**src/rtl/timer_pkg.sv**
```systemverilog
package timer_pkg;
  localparam int BYTE_W = 8;
  localparam int CNT_W  = 2 * BYTE_W;
  localparam int SEL_W  = 3;

  localparam int CB_FLAG_HI = 7;
  localparam int CB_FLAG_LO = 6;
  localparam int CB_LO_IRQ  = 5;
  localparam int CB_CAPT    = 4;
  localparam int CB_SPLIT   = 3;
  localparam int CB_RUN     = 2;

  typedef enum logic [1:0] {
    SRC_SYS   = 2'b00,
    SRC_DIV   = 2'b01,
    SRC_EXT   = 2'b10,
    SRC_NONE  = 2'b11
  } tick_src_e;

  localparam logic [SEL_W-1:0] SEL_CTRL  = 3'd0;
  localparam logic [SEL_W-1:0] SEL_CNTL  = 3'd1;
  localparam logic [SEL_W-1:0] SEL_CNTH  = 3'd2;
  localparam logic [SEL_W-1:0] SEL_RLDL  = 3'd3;
  localparam logic [SEL_W-1:0] SEL_RLDH  = 3'd4;
endpackage

```
**src/rtl/timer_edge_sync.sv**
```systemverilog
module timer_edge_sync #(
  parameter int STAGES = 2
) (
  input  logic clk,
  input  logic rst,
  input  logic async_in,
  output logic rise_o
);
  logic [STAGES-1:0] sync_q;
  logic              last_q;

  always_ff @(posedge clk) begin
    if (rst) begin
      sync_q <= '0;
      last_q <= 1'b0;
    end else begin
      sync_q <= {sync_q[STAGES-2:0], async_in};
      last_q <= sync_q[STAGES-1];
    end
  end

  assign rise_o = sync_q[STAGES-1] & ~last_q;

  // a synchronized edge yields a one-cycle pulse
  a_r10_single_pulse: assert property (@(posedge clk) disable iff (rst)
    rise_o |=> !rise_o);
endmodule

```
**src/rtl/timer_tick_gen.sv**
```systemverilog
module timer_tick_gen
  import timer_pkg::*;
#(
  parameter int SYS_DIV = 12,
  parameter int EXT_DIV = 8
) (
  input  logic      clk,
  input  logic      rst,
  input  tick_src_e src,
  input  logic      ext_clk,
  output logic      tick_o
);
  localparam int PW = (SYS_DIV > 1) ? $clog2(SYS_DIV) : 1;
  localparam int EW = (EXT_DIV > 1) ? $clog2(EXT_DIV) : 1;
  localparam logic [PW-1:0] P_LAST = PW'(SYS_DIV - 1);
  localparam logic [EW-1:0] E_LAST = EW'(EXT_DIV - 1);

  logic [PW-1:0] pre_q;
  logic [EW-1:0] ext_cnt_q;
  logic          ext_rise;

  timer_edge_sync #(.STAGES(2)) u_ext_sync (
    .clk(clk), .rst(rst), .async_in(ext_clk), .rise_o(ext_rise)
  );

  always_ff @(posedge clk) begin
    if (rst) begin
      pre_q     <= '0;
      ext_cnt_q <= '0;
    end else begin
      pre_q <= (pre_q == P_LAST) ? '0 : pre_q + 1'b1;
      if (ext_rise)
        ext_cnt_q <= (ext_cnt_q == E_LAST) ? '0 : ext_cnt_q + 1'b1;
    end
  end

  always_comb begin
    unique case (src)
      SRC_SYS:  tick_o = 1'b1;
      SRC_DIV:  tick_o = (pre_q == P_LAST);
      SRC_EXT:  tick_o = ext_rise && (ext_cnt_q == E_LAST);
      default:  tick_o = 1'b0;
    endcase
  end

  // divided system ticks never come back to back
  a_r3_div_spacing: assert property (@(posedge clk) disable iff (rst)
    (tick_o && src == SRC_DIV) |=> !(tick_o && src == SRC_DIV));
  // the idle source never ticks
  a_r3_none_quiet: assert property (@(posedge clk) disable iff (rst)
    (src == SRC_NONE) |-> !tick_o);
endmodule

```
**src/rtl/timer_byte_lane.sv**
```systemverilog
module timer_byte_lane #(
  parameter int W = 8
) (
  input  logic         clk,
  input  logic         rst,
  input  logic         wr,
  input  logic [W-1:0] wr_data,
  input  logic         step,
  input  logic         reload,
  input  logic [W-1:0] rl_val,
  output logic [W-1:0] val_o,
  output logic         at_top_o
);
  logic [W-1:0] val_q;

  always_ff @(posedge clk) begin
    if (rst)
      val_q <= '0;
    else if (wr)
      val_q <= wr_data;
    else if (step)
      val_q <= reload ? rl_val : val_q + 1'b1;
  end

  assign val_o    = val_q;
  assign at_top_o = &val_q;

  // a lane with neither step nor write keeps its value
  a_r4_lane_hold: assert property (@(posedge clk) disable iff (rst)
    (!step && !wr) |=> $stable(val_q));
endmodule

```
**src/rtl/timer_count_core.sv**
```systemverilog
module timer_count_core
  import timer_pkg::*;
#(
  parameter int W = BYTE_W
) (
  input  logic           clk,
  input  logic           rst,
  input  logic           adv,
  input  logic           split,
  input  logic           wr_en,
  input  logic [SEL_W-1:0] wr_sel,
  input  logic [W-1:0]   wr_data,
  output logic [2*W-1:0] count_o,
  output logic           wrap_lo_o,
  output logic           wrap_hi_o
);
  localparam int LANES = 2;

  logic [W-1:0] rl_q   [LANES];
  logic [W-1:0] val    [LANES];
  logic         top    [LANES];
  logic         step   [LANES];
  logic         reload [LANES];
  logic         wr_l   [LANES];
  logic         wrap   [LANES];

  always_ff @(posedge clk) begin
    if (rst) begin
      rl_q[0] <= '0;
      rl_q[1] <= '0;
    end else if (wr_en) begin
      if (wr_sel == SEL_RLDL) rl_q[0] <= wr_data;
      if (wr_sel == SEL_RLDH) rl_q[1] <= wr_data;
    end
  end

  always_comb begin
    step[0]   = adv;
    wrap[0]   = step[0] & top[0];
    step[1]   = split ? adv : wrap[0];
    wrap[1]   = step[1] & top[1];
    reload[0] = split ? wrap[0] : wrap[1];
    reload[1] = wrap[1];
    wr_l[0]   = wr_en && (wr_sel == SEL_CNTL);
    wr_l[1]   = wr_en && (wr_sel == SEL_CNTH);
  end

  for (genvar g = 0; g < LANES; g++) begin : g_lane
    timer_byte_lane #(.W(W)) u_lane (
      .clk(clk), .rst(rst),
      .wr(wr_l[g]), .wr_data(wr_data),
      .step(step[g]), .reload(reload[g]), .rl_val(rl_q[g]),
      .val_o(val[g]), .at_top_o(top[g])
    );
  end

  assign count_o   = {val[1], val[0]};
  assign wrap_lo_o = wrap[0];
  assign wrap_hi_o = wrap[1];

  // full-count wrap in joined mode loads the reload pair
  a_r5_reload: assert property (@(posedge clk) disable iff (rst)
    (adv && !split && count_o == '1 && !wr_en) |=> count_o == $past({rl_q[1], rl_q[0]}));
  // no advance and no count write keeps the count
  a_r4_hold: assert property (@(posedge clk) disable iff (rst)
    (!adv && !(wr_en && (wr_sel == SEL_CNTL || wr_sel == SEL_CNTH))) |=> $stable(count_o));
endmodule

```
**src/rtl/autoreload_timer.sv**
```systemverilog
module autoreload_timer
  import timer_pkg::*;
#(
  parameter int SYS_DIV = 12,
  parameter int EXT_DIV = 8
) (
  input  logic              clk,
  input  logic              rst,
  input  logic              wr_en,
  input  logic [SEL_W-1:0]  wr_sel,
  input  logic [BYTE_W-1:0] wr_data,
  input  logic              irq_en,
  input  logic              ext_clk,
  input  logic              comp_in,
  output logic [BYTE_W-1:0] ctrl_o,
  output logic [CNT_W-1:0]  count_o,
  output logic [CNT_W-1:0]  capture_o,
  output logic              irq_o
);
  logic [BYTE_W-1:0] ctrl_q;
  logic [CNT_W-1:0]  cap_q;
  logic              irq_q;
  logic              tick, adv, cnt_wr, ctrl_wr;
  logic              wrap_lo, wrap_hi, comp_rise;
  logic [CNT_W-1:0]  count;

  assign ctrl_wr = wr_en && (wr_sel == SEL_CTRL);
  assign cnt_wr  = wr_en && (wr_sel == SEL_CNTL || wr_sel == SEL_CNTH);
  assign adv     = tick && ctrl_q[CB_RUN] && !cnt_wr;

  timer_tick_gen #(.SYS_DIV(SYS_DIV), .EXT_DIV(EXT_DIV)) u_tick (
    .clk(clk), .rst(rst), .src(tick_src_e'(ctrl_q[1:0])),
    .ext_clk(ext_clk), .tick_o(tick)
  );

  timer_count_core #(.W(BYTE_W)) u_core (
    .clk(clk), .rst(rst), .adv(adv), .split(ctrl_q[CB_SPLIT]),
    .wr_en(wr_en), .wr_sel(wr_sel), .wr_data(wr_data),
    .count_o(count), .wrap_lo_o(wrap_lo), .wrap_hi_o(wrap_hi)
  );

  timer_edge_sync #(.STAGES(2)) u_comp_sync (
    .clk(clk), .rst(rst), .async_in(comp_in), .rise_o(comp_rise)
  );

  always_ff @(posedge clk) begin
    if (rst) begin
      ctrl_q <= '0;
      cap_q  <= '0;
      irq_q  <= 1'b0;
    end else begin
      irq_q <= irq_en && (ctrl_q[CB_FLAG_HI] || (ctrl_q[CB_LO_IRQ] && ctrl_q[CB_FLAG_LO]));
      if (ctrl_wr) begin
        ctrl_q <= wr_data;
      end else begin
        if (wrap_hi) ctrl_q[CB_FLAG_HI] <= 1'b1;
        if (wrap_lo && (ctrl_q[CB_SPLIT] || ctrl_q[CB_LO_IRQ]))
          ctrl_q[CB_FLAG_LO] <= 1'b1;
      end
      if (comp_rise && ctrl_q[CB_CAPT])
        cap_q <= count;
    end
  end

  assign ctrl_o    = ctrl_q;
  assign count_o   = count;
  assign capture_o = cap_q;
  assign irq_o     = irq_q;

  // flags survive until a control write
  a_r8_hi_sticky: assert property (@(posedge clk) disable iff (rst)
    (ctrl_q[CB_FLAG_HI] && !ctrl_wr) |=> ctrl_q[CB_FLAG_HI]);
  a_r8_lo_sticky: assert property (@(posedge clk) disable iff (rst)
    (ctrl_q[CB_FLAG_LO] && !ctrl_wr) |=> ctrl_q[CB_FLAG_LO]);
  // no request while the enable is low
  a_r9_irq_gated: assert property (@(posedge clk) disable iff (rst)
    !irq_en |=> !irq_o);
  // capture value changes only on a synchronized edge
  a_r10_cap_stable: assert property (@(posedge clk) disable iff (rst)
    !(comp_rise && ctrl_q[CB_CAPT]) |=> $stable(cap_q));
endmodule

```
**config.mk**
```make
export PLATFORM = sky130hd
export DESIGN_NAME = autoreload_timer
export DESIGN_NICKNAME = d
export VERILOG_FILES = /design/src/rtl/timer_pkg.sv /design/src/rtl/timer_edge_sync.sv /design/src/rtl/timer_tick_gen.sv /design/src/rtl/timer_byte_lane.sv /design/src/rtl/timer_count_core.sv /design/src/rtl/autoreload_timer.sv
export SDC_FILE = /design/constraint.sdc
export NUM_CORES = 1
export LEC_CHECK = 0
export BUFFER_PORTS_ARGS = -buffer_cell sky130_fd_sc_hd__buf_2
export CORE_UTILIZATION = 50
export DETAILED_ROUTE_END_ITERATION = 8
export PLACE_DENSITY_LB_ADDON = 0.1
export SLEW_MARGIN = 5
export SYNTH_ARGS = -nofsm -noshare
export SYNTH_HDL_FRONTEND = slang
export SYNTH_HIERARCHICAL = 1
export SYNTH_SLANG_ARGS = --single-unit
```
**constraint.sdc**
```tcl
create_clock -name clk -period 5.7 [get_ports clk]
set_input_delay 1.425 -clock clk [delete_from_list [all_inputs] [get_ports clk]]
set_output_delay 1.425 -clock clk [all_outputs]
set_load 0.1 [all_outputs]
```
## Word-level counts from Yosys, hierarchy flattened

Memories as Yosys holds them, arrays and structs flattened.
Cells that the tools add are included.

- Bits of input ports: 17
- Memory bits (writable): 16
- Flip-flop bits (word level): 54
- Memories kept: 1
- Output and inout bits: 41

- Reduce and logical (&&, ||, !) cells: 24
- Eq/ne operators: 8
- Bitwise gates (word level): 8
- Add/subtract/negate cells: 4
- Muxes and demuxes: 25

Memories:

| memory | depth | width | rd ports | clocked after Yosys merged registers in | wr ports | RTL line | text |
|---|---|---|---|---|---|---|---|
| u_core.rl_q | 2 | 8 | 2 | 0 | 2 | timer_count_core.sv:19 | `logic [W-1:0] rl_q [LANES];` |

Operator list:

| operator | number |
|---|---|
| $mux W8 | 8 |
| $add A8 B1 Y8 const B | 2 |
| $reduce_and A8 Y1 | 2 |
| $mux W1 | 14 |
| $logic_and A1 B1 Y1 | 11 |
| $reduce_bool A2 Y1 | 4 |
| $eq A3 B2 Y1 const B | 2 |
| $eq A3 B3 Y1 const B | 2 |
| $add A4 B1 Y4 const B | 1 |
| $and A1 B1 Y1 | 4 |
| $eq A4 B4 Y1 const B | 1 |
| $add A3 B1 Y3 const B | 1 |
| $eq A3 B1 Y1 const B | 1 |
| $logic_not A3 Y1 | 1 |
| $logic_or A1 B1 Y1 | 3 |
| $mux W3 | 1 |
| $pmux W1 S3 | 1 |
| $eq A2 B1 Y1 const B | 1 |
| $eq A2 B2 Y1 const B | 1 |
| $logic_not A2 Y1 | 1 |
| $mux W2 | 1 |
| $not A1 Y1 | 2 |
| $or A1 B1 Y1 | 2 |
| $reduce_or A2 Y1 | 1 |
| $logic_not A1 Y1 | 1 |

## Logic depth before layout (Yosys ltp)

Gate-level depths: netlist of the first run.

- Depth in word-level cells: 13
- Gate-level depth with buffers: 12

## Cells and area by module

Netlist of the first run, hierarchy kept.

Modules (own cells, without submodules):

| module | instances | cells an instance | area an instance (um^2) |
|---|---|---|---|
| timer_byte_lane | 2 | 76 | 603.1 |
| autoreload_timer | 1 | 115 | 925.9 |
| timer_count_core | 1 | 47 | 718.2 |
| timer_tick_gen | 1 | 32 | 315.3 |
| timer_edge_sync | 2 | 7 | 87.6 |

## Worst setup path before layout of the first run

OpenSTA, ideal clock, no wires.

- Path type: in2reg
- Start: input port wr_sel[1]
- End: register u_core.g_lane[1].u_lane.val_q[4]
- Slack: 2.263 ns
- Stages: 8
- Data arrival time: 3.307 ns
- Cells stage by stage: xor2_1 a31oi_1 o21a_1 and2_1 clkbuf_1 nand2_1 o311ai_0 nor3_1

RTL lines:

| what | RTL line | text |
|---|---|---|
| from (decl) | autoreload_timer.sv:10 | `input logic [SEL_W-1:0] wr_sel,` |
| to (signal assigned) | timer_byte_lane.sv:20 | `val_q <= wr_data;` |
| to (signal assigned) | timer_byte_lane.sv:22 | `val_q <= reload ? rl_val : val_q + 1'b1;` |
| to (decl) | timer_byte_lane.sv:14 | `logic [W-1:0] val_q;` |

==> results, run 1 <==
- Timing would allow up to 0.267 GHz.
- The remaining max-slew budget at the tightest pin is 0.531.
- For this run, the total global-route usage over all layers was measured as 0.225.
- The most critical setup path has its startpoint at wr_sel[0].
- The iteration-0 DRC count of the detailed router is 222.
- The analysis attributes to net switching a power of 260 uW.
- The remaining number of nets flagged by the antenna check after routing is 0.
- The setup slack of the worst register-to-register path is 2.36 ns.
- The clock tree from TritonCTS is yes.
- By area the synthesized netlist is led by sky130_fd_sc_hd__dfxtp_1, sky130_fd_sc_hd__edfxtp_1, sky130_fd_sc_hd__nand2_1.
- The layout cell share with drive strength beyond 1 is 0.239.
- sky130_fd_sc_hd__dfxtp_1 takes more of the synthesized area than any other cell.
- The adder-cell area share of the yosys netlist is 0.0187.
- The number of filler instances in the final layout is 587.
- The first global-routing pass estimated 12,400 um of wire.
- The final instance area is 3860 um2.
- The startpoint of the lowest-slack hold path is u_comp_sync/sync_q[0].
- The net total in the final layout is 436.
- Summing over every cut layer, the via total after detailed routing is 2,866.
- The critical path in this run is classified as input pin to register.
- The register bit total from synthesis is 70.
- In this run the tool buffered the top-level ports with 57 buffer cells.
- The synthesized area per cell is 9.28 um2.
- The sum of negative setup slack is 0 ns.
- The most numerous cell in the Yosys netlist is sky130_fd_sc_hd__nand2_1.
- At the worst endpoint, the required time is 5.97 ns.
- By count the netlist is led by sky130_fd_sc_hd__nand2_1, sky130_fd_sc_hd__dfxtp_1, sky130_fd_sc_hd__a21oi_1.
- In this run the critical register-to-register path is launched from u_tick/ext_cnt_q[0].
- The clock buffer count from CTS is 9.
- After detailed routing, the number of remaining DRC violations is 0.
- The signal on the critical path passes through buf_2, xor2_1, a31oi_1, buf_4, o21a_1, and2_1, or4b_1, or4_1, nand3_1.
- The area fraction in compound gates after synthesis is 0.175.
- The die outline area is 7010 um2.
- The initial antenna violation count is 0.
- The CTS root buffer is sky130_fd_sc_hd__clkbuf_8.
- At the worst endpoint, the arrival time is 4.01 ns.
- Of all nets on the critical path, the largest fanout is 20.
- The placed instances occupy a cell area of 3670 um2.
- The area share of xor/xnor cells in the synthesized design is 0.00262.
- The largest single stage delay on the critical path is 0.59 ns.
- In the synthesized netlist the async set-or-reset flop fraction comes to 0.
- The die is 83.7 um tall.
- The final weighted congestion in routability-driven placement is 0.777.
- The total overflow left after global routing is 0.
- Measured against the total synthesized area, the mux share comes to 0.0120.
- The routed wire length is 7610 um.
- After technology mapping, the gate count stands at 360.
- Entering global routing, the biggest net connects 41 pins.
- Post-CTS repair changed the size of 0 cells.
- For this configuration, the core starts out at a cell density of 0.523.
- The number of global-route vias before repair is 2,490.
- The setup fix buffers added after clock tree synthesis is 0.
- In this run the core area contains 29 standard-cell rows.
- Setup repair after global routing left no endpoint under its margin.
- After clock tree synthesis, the flow added hold-fix buffers numbering 0.
- The smallest clock period supported by the final layout is computed as 3.74 ns.
- The part of the total power dissipated in combinational logic is 0.104.
- The average vias per placed instance is 5.78.
- Cell internal power was estimated by the tool at 747 uW.
- Compared with the post-synthesis result, the final layout area differs by 15.4%.
- The actual transition at the worst max-transition pin is 0.704 ns.
- Of the total synthesized cell area, the portion taken by AND, OR, NAND and NOR gates is 0.282.
- The area of the core region is 6390 um2.
- The number of endpoints with negative hold slack in the final report came to 0.
- The worst setup skew after layout is 0.00748 ns.
- The kind of start point of the critical path is an input pin.
- After detailed routing, the average wire length per cell comes to 15.3 um.
- The min-delay analysis places its worst path in the category register to register.
- After synthesis the cells add up to 3340 um2.
- The first detailed-routing pass took 4 iterations.
- The max-slew violation count is 0.
- STA classifies the critical path endpoint as a register.
- Including well taps, the total number of placed cells is 480.
- The flip-flop cell with the highest count after synthesis is sky130_fd_sc_hd__dfxtp_1.
- In this run the static leakage power is 0.00147 uW.
- At the later pin of the worst-skew pair, clock insertion delay measures 0.33 ns.
- CTS built an H-tree with a depth of 3.
- The switching power share of the total is 0.259.
- The synthesis warning total is 6.
- VDD sags by at most 0.000159 V.
- The number of buffers between clock root and the deepest sink is 2.
- The number of flops mapped to enable cells by yosys is 16.
- Of the post-synthesis cell area, the dominant cell type holds 0.324.
- The share of the Yosys chip area taken by registers is 0.467.
- Of the total power, registers draw 0.534.
- The clock net sink count is 70.
- The main combinational cell family by area after synthesis is simple AND/OR/NAND/NOR gates.
- The wire-length estimate of the detail-placed layout is 5370 um.
- The tool flagged a number of max-cap violations equal to 0.
- The final worst-path cycle share is 0.656.
- In this run the horizontal extent of the chip is 83.7 um.
- Clock-pin slew was measured on the worst setup and hold paths at 0.07 ns.
- The flow ran to the end, and the final reports show no timing, DRC or antenna violations.
- The netlist uses 54 different library cells.
- In this run the count of I/O pins placed on the die edge is 58.
- The power density relative to cell area is 261 nW/um2.
- The slowest stage cell on the critical path is sky130_fd_sc_hd__or4b_1.
- The number of antenna diodes in the final layout is 0.
- Of the total power, the clock network draws 0.362.
- Setup violations remaining at the end of the flow were counted as 0.
- At the end of the flow the core is filled with cells to 0.604.
- The number of non-filler instances in the completed layout is 496.
- The synthesized net count is 382.
-- placed cells by master (no fill, tap or decap), types with 4 or more instances in the layout --
| master | netlist | routed |
|---|---|---|
| sky130_fd_sc_hd__buf_2 | 2 | 57 |
| sky130_fd_sc_hd__nand2_1 | 56 | 56 |
| sky130_fd_sc_hd__dfxtp_1 | 54 | 54 |
| sky130_fd_sc_hd__a21oi_1 | 33 | 33 |
| sky130_fd_sc_hd__edfxtp_1 | 16 | 16 |
| sky130_fd_sc_hd__nand3_1 | 13 | 13 |
| sky130_fd_sc_hd__inv_1 | 11 | 11 |
| sky130_fd_sc_hd__nand3b_1 | 11 | 11 |
| sky130_fd_sc_hd__clkbuf_8 | 0 | 10 |
| sky130_fd_sc_hd__nor2b_1 | 10 | 10 |
| sky130_fd_sc_hd__nand2b_1 | 10 | 10 |
| sky130_fd_sc_hd__nor3b_1 | 9 | 9 |
| sky130_fd_sc_hd__nor3_1 | 8 | 8 |
| sky130_fd_sc_hd__a21oi_2 | 8 | 8 |
| sky130_fd_sc_hd__nor2_1 | 8 | 8 |
| sky130_fd_sc_hd__o21ai_0 | 6 | 6 |
| sky130_fd_sc_hd__o311ai_0 | 6 | 6 |
| sky130_fd_sc_hd__and2_1 | 5 | 5 |
| sky130_fd_sc_hd__buf_4 | 1 | 5 |
| sky130_fd_sc_hd__ha_1 | 5 | 5 |
| sky130_fd_sc_hd__mux2i_1 | 4 | 4 |
| sky130_fd_sc_hd__nor4b_1 | 6 | 4 |
| sky130_fd_sc_hd__o211ai_1 | 4 | 4 |
| sky130_fd_sc_hd__or4_1 | 4 | 4 |
| sky130_fd_sc_hd__a31o_2 | 4 | 4 |
-- per-layer routing --
metal,track usage,share of wire
met2,0.334,0.45
met4,0.0971,0.014
met5,0,0
met3,0.0356,0.058
met1,0.324,0.48
-- sequential cells by signal, indices dropped and copies added (netlist names) --
register                    flops
u_core/rl_q                    16
u_comp_sync/sync_q              2
capture_o                      16
u_tick/pre_q                    4
irq_o                           1
u_tick/u_ext_sync/last_q        1
ctrl_o                          8
u_core/g_lane.u_lane/val_o     16
u_tick/u_ext_sync/sync_q        2
u_comp_sync/last_q              1
u_tick/ext_cnt_q                3
-- power groups by stage --
stage / Combinational, uW / Clock (uW) / Sequential, uW
floorplan: 40.4 / 0 / 581
finish: 105 / 365 / 537
detailed placement: 105 / 0 / 548
CTS: 105 / 376 / 537
global route: 112 / 394 / 539
global placement: 103 / 0 / 548
-- final cells by class --
type / instances / area [um2] / share of cell area
Sequential cell: 70 / 1560 / 0.405
Timing Repair Buffer: 62 / 323 / 0.0837
Tap cell: 77 / 96.3 / 0.0250
Clock inverter: 3 / 16.3 / 0.00422
Multi-Input combinational cell: 260 / 1650 / 0.427
Inverter: 11 / 41.3 / 0.0107
Clock buffer: 13 / 170 / 0.0441
-- path summary, 6_finish.rpt --
| kind | end | depth (start not counted) |
|---|---|---|
| worst max-delay path | u_core/g_lane[1].u_lane/val_o[7] | 9 |
| worst min-delay path | u_comp_sync/sync_q[1] | 1 |
| worst max register to register | u_core/g_lane[1].u_lane/val_o[7] | 12 |
| worst min register to register | u_comp_sync/sync_q[1] | 1 |
-- worst max-delay path: cells and delay by family --
kind / cells / cell delay, ns
buf+inv: 2 / 0.40
compound gates: 2 / 0.42
simple gates: 4 / 1.59
xor+xnor: 1 / 0.17
-- through the flow --
stage          total power (uW)  setup WS (ns)  hold WS (ns)
2_1_floorplan               621           2.26         0.414
4_1_cts                    1020           1.98         0.447
6_report                   1010           1.96         0.440
5_1_grt                    1050           1.81         0.473
3_5_place_dp                653           1.64         0.430
3_3_place_gp                651           1.69         0.415
-- logic make-up after synthesis --
kind of cell             Yosys count
multiplexers                       4
XOR/XNOR                           1
flip-flops                        70
adder cells (fa/ha/maj)            5
AO/OA/AOI/OAI                     86
buffers and inverters             30
AND/OR/NAND/NOR                  164
(Power assumes the default switching activity.)
==> run 2: changes to the inputs <==
Clock period 5.7 ns to 3.2 ns, I/O delays scaled along.
==> results, run 2 (synthesis gave the netlist of run 1 again) <==
- The number of endpoints with negative hold slack in the final report came to 0 (unchanged).
- The count of buffers from port buffering is 57 (unchanged).
- The pin count of the biggest net entering global routing was 36 (-12%).
- The power density relative to cell area is 470 nW/um2 (+80%).
- The final weighted congestion in routability-driven placement is 0.804 (+3.4%).
- The clock net sink count is 70 (unchanged).
- The post-CTS resize count is 0 (unchanged).
- The floorplan die height is 83.7 um (unchanged).
- The effective utilization at floorplan is 0.523 (unchanged).
- The total grt overflow is 0 (unchanged).
- The leakage power total is 0.00151 uW (+2.5%).
- The remaining max-slew budget at the tightest pin is 0.450 (-0.0806).
- The layout cell share with drive strength beyond 1 came to 0.256 (+0.0178).
- The number of instances in the placed design came to 486 (+1.3%).
- The max-slew violation count came to 0 (unchanged).
- The number of buffers between clock root and the deepest sink is 2 (unchanged).
- The core occupancy in the finished layout came to 0.614 (+0.00980).
- The final antenna diode count came to 0 (unchanged).
- Setup repair after global routing left no endpoint under its margin.
- The global-route wire length before repair was 12,600 um (+1.7%).
- In the layout the commonest cells are sky130_fd_sc_hd__buf_2, sky130_fd_sc_hd__nand2_1, sky130_fd_sc_hd__dfxtp_1, sky130_fd_sc_hd__a21oi_1, sky130_fd_sc_hd__edfxtp_1.
- The remaining number of nets flagged by the antenna check after routing came to 0 (unchanged).
- The final worst-path cycle share is 0.869.
- The actual transition at the worst max-transition pin came to 0.823 ns (+0.119 ns).
- The total global-route track usage is 0.231 (+0.00603).
- The area added between synthesis and finish is 17.3%.
- The length of the first detailed-routing pass in iterations was 4 (unchanged).
- The tree is rooted in a sky130_fd_sc_hd__clkbuf_8.
- The number of non-filler instances in the completed layout is 502 (+1.2%).
- The area of the core region is 6390 um2 (unchanged).
- The horizontal extent of the die is 83.7 um (unchanged).
- The type of element capturing the critical path is a register.
- The number of levels the H-tree was split into is 3 (unchanged).
- The clock buffer count from CTS was 9 (unchanged).
- The number of global-route vias before repair came to 2,563 (+2.9%).
- The worst hold slack after final layout is 0.441 ns (+0.00127 ns).
- The required time at the endpoint of the critical path is 3.49 ns (-2.48 ns).
- The die outline area is 7010 um2 (unchanged).
- The most common cell after layout, fill and taps aside is sky130_fd_sc_hd__buf_2.
- The highest ir drop seen on vdd is 0.000296 V (+86%).
- The worst endpoint data arrival time is 3.07 ns (-0.94 ns).
- The slowest stage cell on the critical path is sky130_fd_sc_hd__or4b_1.
- The setup fix buffers added after clock tree synthesis came to 0 (unchanged).
- The total power is 1840 uW (+83%).
- The clock transition at the registers of the reported paths is 0.08 ns (about the same).
- The stage delay of the slowest cell on the critical path was 0.54 ns (-0.05 ns).
- The run finished with clean final reports.
- The clock insertion delay at the later pin of the skew report is 0.35 ns (+0.02 ns).
- The routed wire length was 7750 um (+1.8%).
- The iteration-0 DRC count of the detailed router is 153 (-31%).
- The number of vias in the routed layout is 2,876 (+0.35%).
- The average vias per placed instance came to 5.73 (-0.85%).
- The sum of negative setup slack is 0 ns (unchanged).
- The post-cts hold buffer count is 0 (unchanged).
- The max-cap check violation count is 0 (unchanged).
- The net total in the final layout was 442 (+1.4%).
- The critical path goes through ha_1, ha_1, a21boi_0, o22ai_1, nand2_1, a31oi_1, o21a_1, and2_1, or4b_1, or4_1, nand3_1.
- The site row count was 29 (unchanged).
- The start-to-end type of the worst setup path is register to register.
- The worst setup skew after layout came to 0.0110 ns (+0.00348 ns).
- The wire length per cell came to 15.4 um (+0.62%).
- The number of design rule violations left after detail routing was 0 (unchanged).
- In this design, the critical path's most frequently occurring cell is sky130_fd_sc_hd__ha_1.
- The clock tree from TritonCTS is yes.
- The half-perimeter wire length after placement is 5490 um (+2.1%).
- The initial antenna violation count is 0 (unchanged).
- The maximum fanout encountered on the critical timing path is 8 (-60%).
- The final-report setup violation count is 0 (unchanged).
- The post-route minimum period is 2.78 ns.
- The fmax is 0.359 GHz.
- The type of the worst min-delay path is register to register.
- The total I/O pin count is 58 (unchanged).
- STA classifies the critical path startpoint as a register.
==> run 2: cell types whose count changed in the layout (fill, tap and decap cells not counted), sizes merged <==
cell      previous run  this run
buf                 62        68
clkbuf              13        11
clkinv               2         3
clkinvlp             1         2
==> run 2: worst paths after layout <==
path	slack [ns]	end	from	depth (start not counted)
max	0.42	u_core/g_lane[1].u_lane/val_o[7]	u_tick/ext_cnt_q[0]	11
min	0.44	u_tick/u_ext_sync/sync_q[1]	u_tick/u_ext_sync/sync_q[0]	1
max reg2reg	0.42	u_core/g_lane[1].u_lane/val_o[7]	u_tick/ext_cnt_q[0]	11
min reg2reg	0.44	u_tick/u_ext_sync/sync_q[1]	u_tick/u_ext_sync/sync_q[0]	1
==> run 2: report_power, final <==
part | leakage, uW | internal [uW] | total [uW] | switching [uW]
clock | 0.0000969 | 353 | 695 | 342
combinational | 0.000819 | 50.9 | 188 | 138
sequential | 0.000593 | 934 | 957 | 23.1
total | 0.00151 | 1340 | 1840 | 503
==> run 2: critical path, delay by kind of cell, from the launching register on <==
family,cells,cell delay [ns]
DFF,1,0.33
AOI/OAI and AO/OA,4,0.56
and+or+nand+nor,5,1.42
adders and majority gates,2,0.41
==> run 2: cell type report <==
class                           instances  area, um2
Clock buffer                           11        163
Clock inverter                          5       41.3
Fill cell                             576       2470
Inverter                               11       41.3
Multi-Input combinational cell        260       1650
Sequential cell                        70       1560
Tap cell                               77       96.3
Timing Repair Buffer                   68        368
==> run 2: stage by stage <==
stage / cell area [um2] / worst slack, ns
2_1_floorplan: 3340 / 0.0827
3_3_place_gp: 3710 / 0.396
3_5_place_dp: 3710 / 0.369
4_1_cts: 3920 / 0.413
5_1_grt: 3920 / 0.237
6_report: 3920 / 0.418
==> run 2: metal layers <==
layer | wire length [um] | global-route usage | part of all wire
met1 | 3670 | 0.316 | 0.47
met2 | 3510 | 0.362 | 0.45
met3 | 406 | 0.0386 | 0.052
met4 | 159 | 0.0971 | 0.021
met5 | 0 | 0 | 0
==> run 3: changes to the inputs <==
Settings changed: CORE_MARGIN from default to 2.
==> results, run 3 (synthesis gave the netlist of run 1 again) <==
- The flow ran to the end, but the final reports show violations.
- The checks that failed: design-rule violations.
- The die outline area is 7350 um2 (+4.8%).
- The post-CTS resize count is 0 (unchanged).
- The area used by multi-input combinational logic came to 1650 um2 (unchanged).
- The power density relative to cell area was 491 nW/um2 (+4.6%).
- The area of the core region is 6420 um2 (+0.57%).
- The max-cap check violation count is 0 (unchanged).
- The site row count came to 29 (unchanged).
- The iteration-0 DRC count of the detailed router is 250 (+63%).
- The pre-CTS setup slack was 0.279 ns (-0.0896 ns).
- The remaining number of nets flagged by the antenna check after routing is 0 (unchanged).
- The highest ir drop seen on vdd is 0.000301 V (+1.4%).
- The area added between synthesis and finish is 18.0%.
- STA classifies the critical path endpoint as a register.
- The pin count of the biggest net entering global routing is 36 (unchanged).
- The number of global-route vias before repair is 2,571 (+0.31%).
- The clock transition at the registers of the reported paths is 0.08 ns (about the same).
- The final antenna diode count was 0 (unchanged).
- The final worst-path cycle share is 0.866 (-0.00357).
- The number of buffers between clock root and the deepest sink is 2 (unchanged).
- The worst endpoint data arrival time is 3.05 ns (-0.02 ns).
- The remaining max-slew budget at the tightest pin is 0.441 (-0.00918).
- The cell area after placement is 3710 um2 (-0.20%).
- The total area of sequential cells is 1560 um2 (unchanged).
- The fmax came to 0.361 GHz (+0.41%).
- Leaving out fill and tap cells, the most frequent cell in the layout is sky130_fd_sc_hd__buf_2.
- The final weighted congestion in routability-driven placement was 0.852 (+5.9%).
- The net total in the final layout is 441 (-0.23%).
- The leakage power total came to 0.00153 uW (+1.3%).
- The cell count of the worst reg-to-reg path is 11 (unchanged).
- The floorplan die height is 85.7 um (+2.4%).
- The cell depth of the worst hold path is 1 (unchanged).
- In the layout the commonest cells are sky130_fd_sc_hd__buf_2, sky130_fd_sc_hd__nand2_1, sky130_fd_sc_hd__dfxtp_1, sky130_fd_sc_hd__a21oi_1, sky130_fd_sc_hd__edfxtp_1.
- The type of the worst min-delay path is register to register.
- The clock net sink count is 70 (unchanged).
- The global-route wire length before repair is 12,700 um (+0.11%).
- The max-slew violation count is 0 (unchanged).
- The post-cts hold buffer count is 0 (unchanged).
- The worst setup skew after layout was 0.0122 ns (+0.00123 ns).
- The average vias per placed instance is 5.85 (+2.1%).
- The setup fix buffers added after clock tree synthesis is 0 (unchanged).
- The total I/O pin count came to 58 (unchanged).
- The half-perimeter wire length after placement is 5510 um (+0.44%).
- The wire length per cell is 15.6 um (+1.2%).
- Setup repair after global routing left no endpoint under its margin.
- The final instance area is 3940 um2 (+0.61%).
- The CTS root buffer is sky130_fd_sc_hd__clkbuf_8.
- The number of filler instances in the final layout is 574 (-0.35%).
- The layout cell share with drive strength beyond 1 was 0.255 (-0.00175).
- The total global-route track usage is 0.218 (-0.0129).
- The clock buffer count from CTS came to 9 (unchanged).
- The number of levels the H-tree was split into is 3 (unchanged).
- The post-route minimum period was 2.77 ns (-0.0114 ns).
- The count of buffers from port buffering came to 57 (unchanged).
- The initial antenna violation count came to 0 (unchanged).
- The actual transition at the worst max-transition pin is 0.836 ns (+0.0137 ns).
- The start-to-end type of the worst setup path is register to register.
- The length of the first detailed-routing pass in iterations is 9 (+5).
- The total grt overflow is 0 (unchanged).
- The final-report setup violation count was 0 (unchanged).
- The clock tree from TritonCTS is yes.
- The clock insertion delay at the later pin of the skew report came to 0.34 ns (about the same).
- The sum of negative setup slack came to 0 ns (unchanged).
- The number of endpoints with negative hold slack in the final report is 0 (unchanged).
- The worst setup path is launched from a register.
- The number of design rule violations left after detail routing is 6 (+6).
- The horizontal extent of the die is 85.7 um (+2.4%).
- The maximum fanout encountered on the critical timing path is 8 (unchanged).
- The effective utilization at floorplan is 0.520 (-0.00296).
- The required time at the endpoint of the critical path was 3.48 ns (about the same).
- The routed wire length came to 7830 um (+1.0%).
- The post-route worst setup slack is 0.429 ns (+0.0114 ns).
- The number of vias in the routed layout is 2,931 (+1.9%).
## run 3: worst max-delay path, stage by stage, from the launching register on
cell and delay, ns:
sky130_fd_sc_hd__dfxtp_1 0.33, sky130_fd_sc_hd__ha_1 0.20, sky130_fd_sc_hd__ha_1 0.20, sky130_fd_sc_hd__a21boi_0 0.17
sky130_fd_sc_hd__o22ai_1 0.10, sky130_fd_sc_hd__nand2_1 0.09, sky130_fd_sc_hd__a31oi_1 0.07, sky130_fd_sc_hd__and2_1 0.22
sky130_fd_sc_hd__o21a_1 0.20, sky130_fd_sc_hd__or4b_1 0.55, sky130_fd_sc_hd__or4_1 0.48, sky130_fd_sc_hd__nand3_1 0.09
## run 3: worst paths after layout
path	start	endpoint	slack, ns
worst max register to register	u_tick/ext_cnt_q[0]	u_core/g_lane[0].u_lane/val_o[7]	0.43
worst min register to register	u_comp_sync/sync_q[0]	u_comp_sync/sync_q[1]	0.45
worst max-delay path	u_tick/ext_cnt_q[0]	u_core/g_lane[0].u_lane/val_o[7]	0.43
worst min-delay path	u_comp_sync/sync_q[0]	u_comp_sync/sync_q[1]	0.45
## run 3: area by class of cell
cell class	count	share of cell area
Inverter	11	0.0105
Multi-Input combinational cell	260	0.418
Sequential cell	70	0.396
Tap cell	77	0.0244
Timing Repair Buffer	67	0.0914
Clock buffer	11	0.0441
Clock inverter	5	0.0156
## run 3: layer usage
layer / wire [um] / global-route usage / part of all wire / vias up
li1: - / - / - / 1432
met3: 509 / 0.0404 / 0.065 / 20
met4: 137 / 0.0837 / 0.018 / 0
met5: 0 / 0 / 0 / -
met1: 3720 / 0.316 / 0.48 / 1359
met2: 3460 / 0.324 / 0.44 / 120
## run 3: stage by stage
stage	utilization	power, uW	hold WS [ns]	cells
floorplan	-	1110	0.414	360
global placement	0.577	1160	0.423	485
detailed placement	0.577	1160	0.427	485
CTS	0.614	1960	0.453	501
global route	0.614	2010	0.463	501
finish	0.614	1940	0.446	501
## run 3: power by group
part	internal (uW)	total, uW	switching (uW)
registers	934	956	22.2
logic	50.4	190	139
clock network	459	791	333
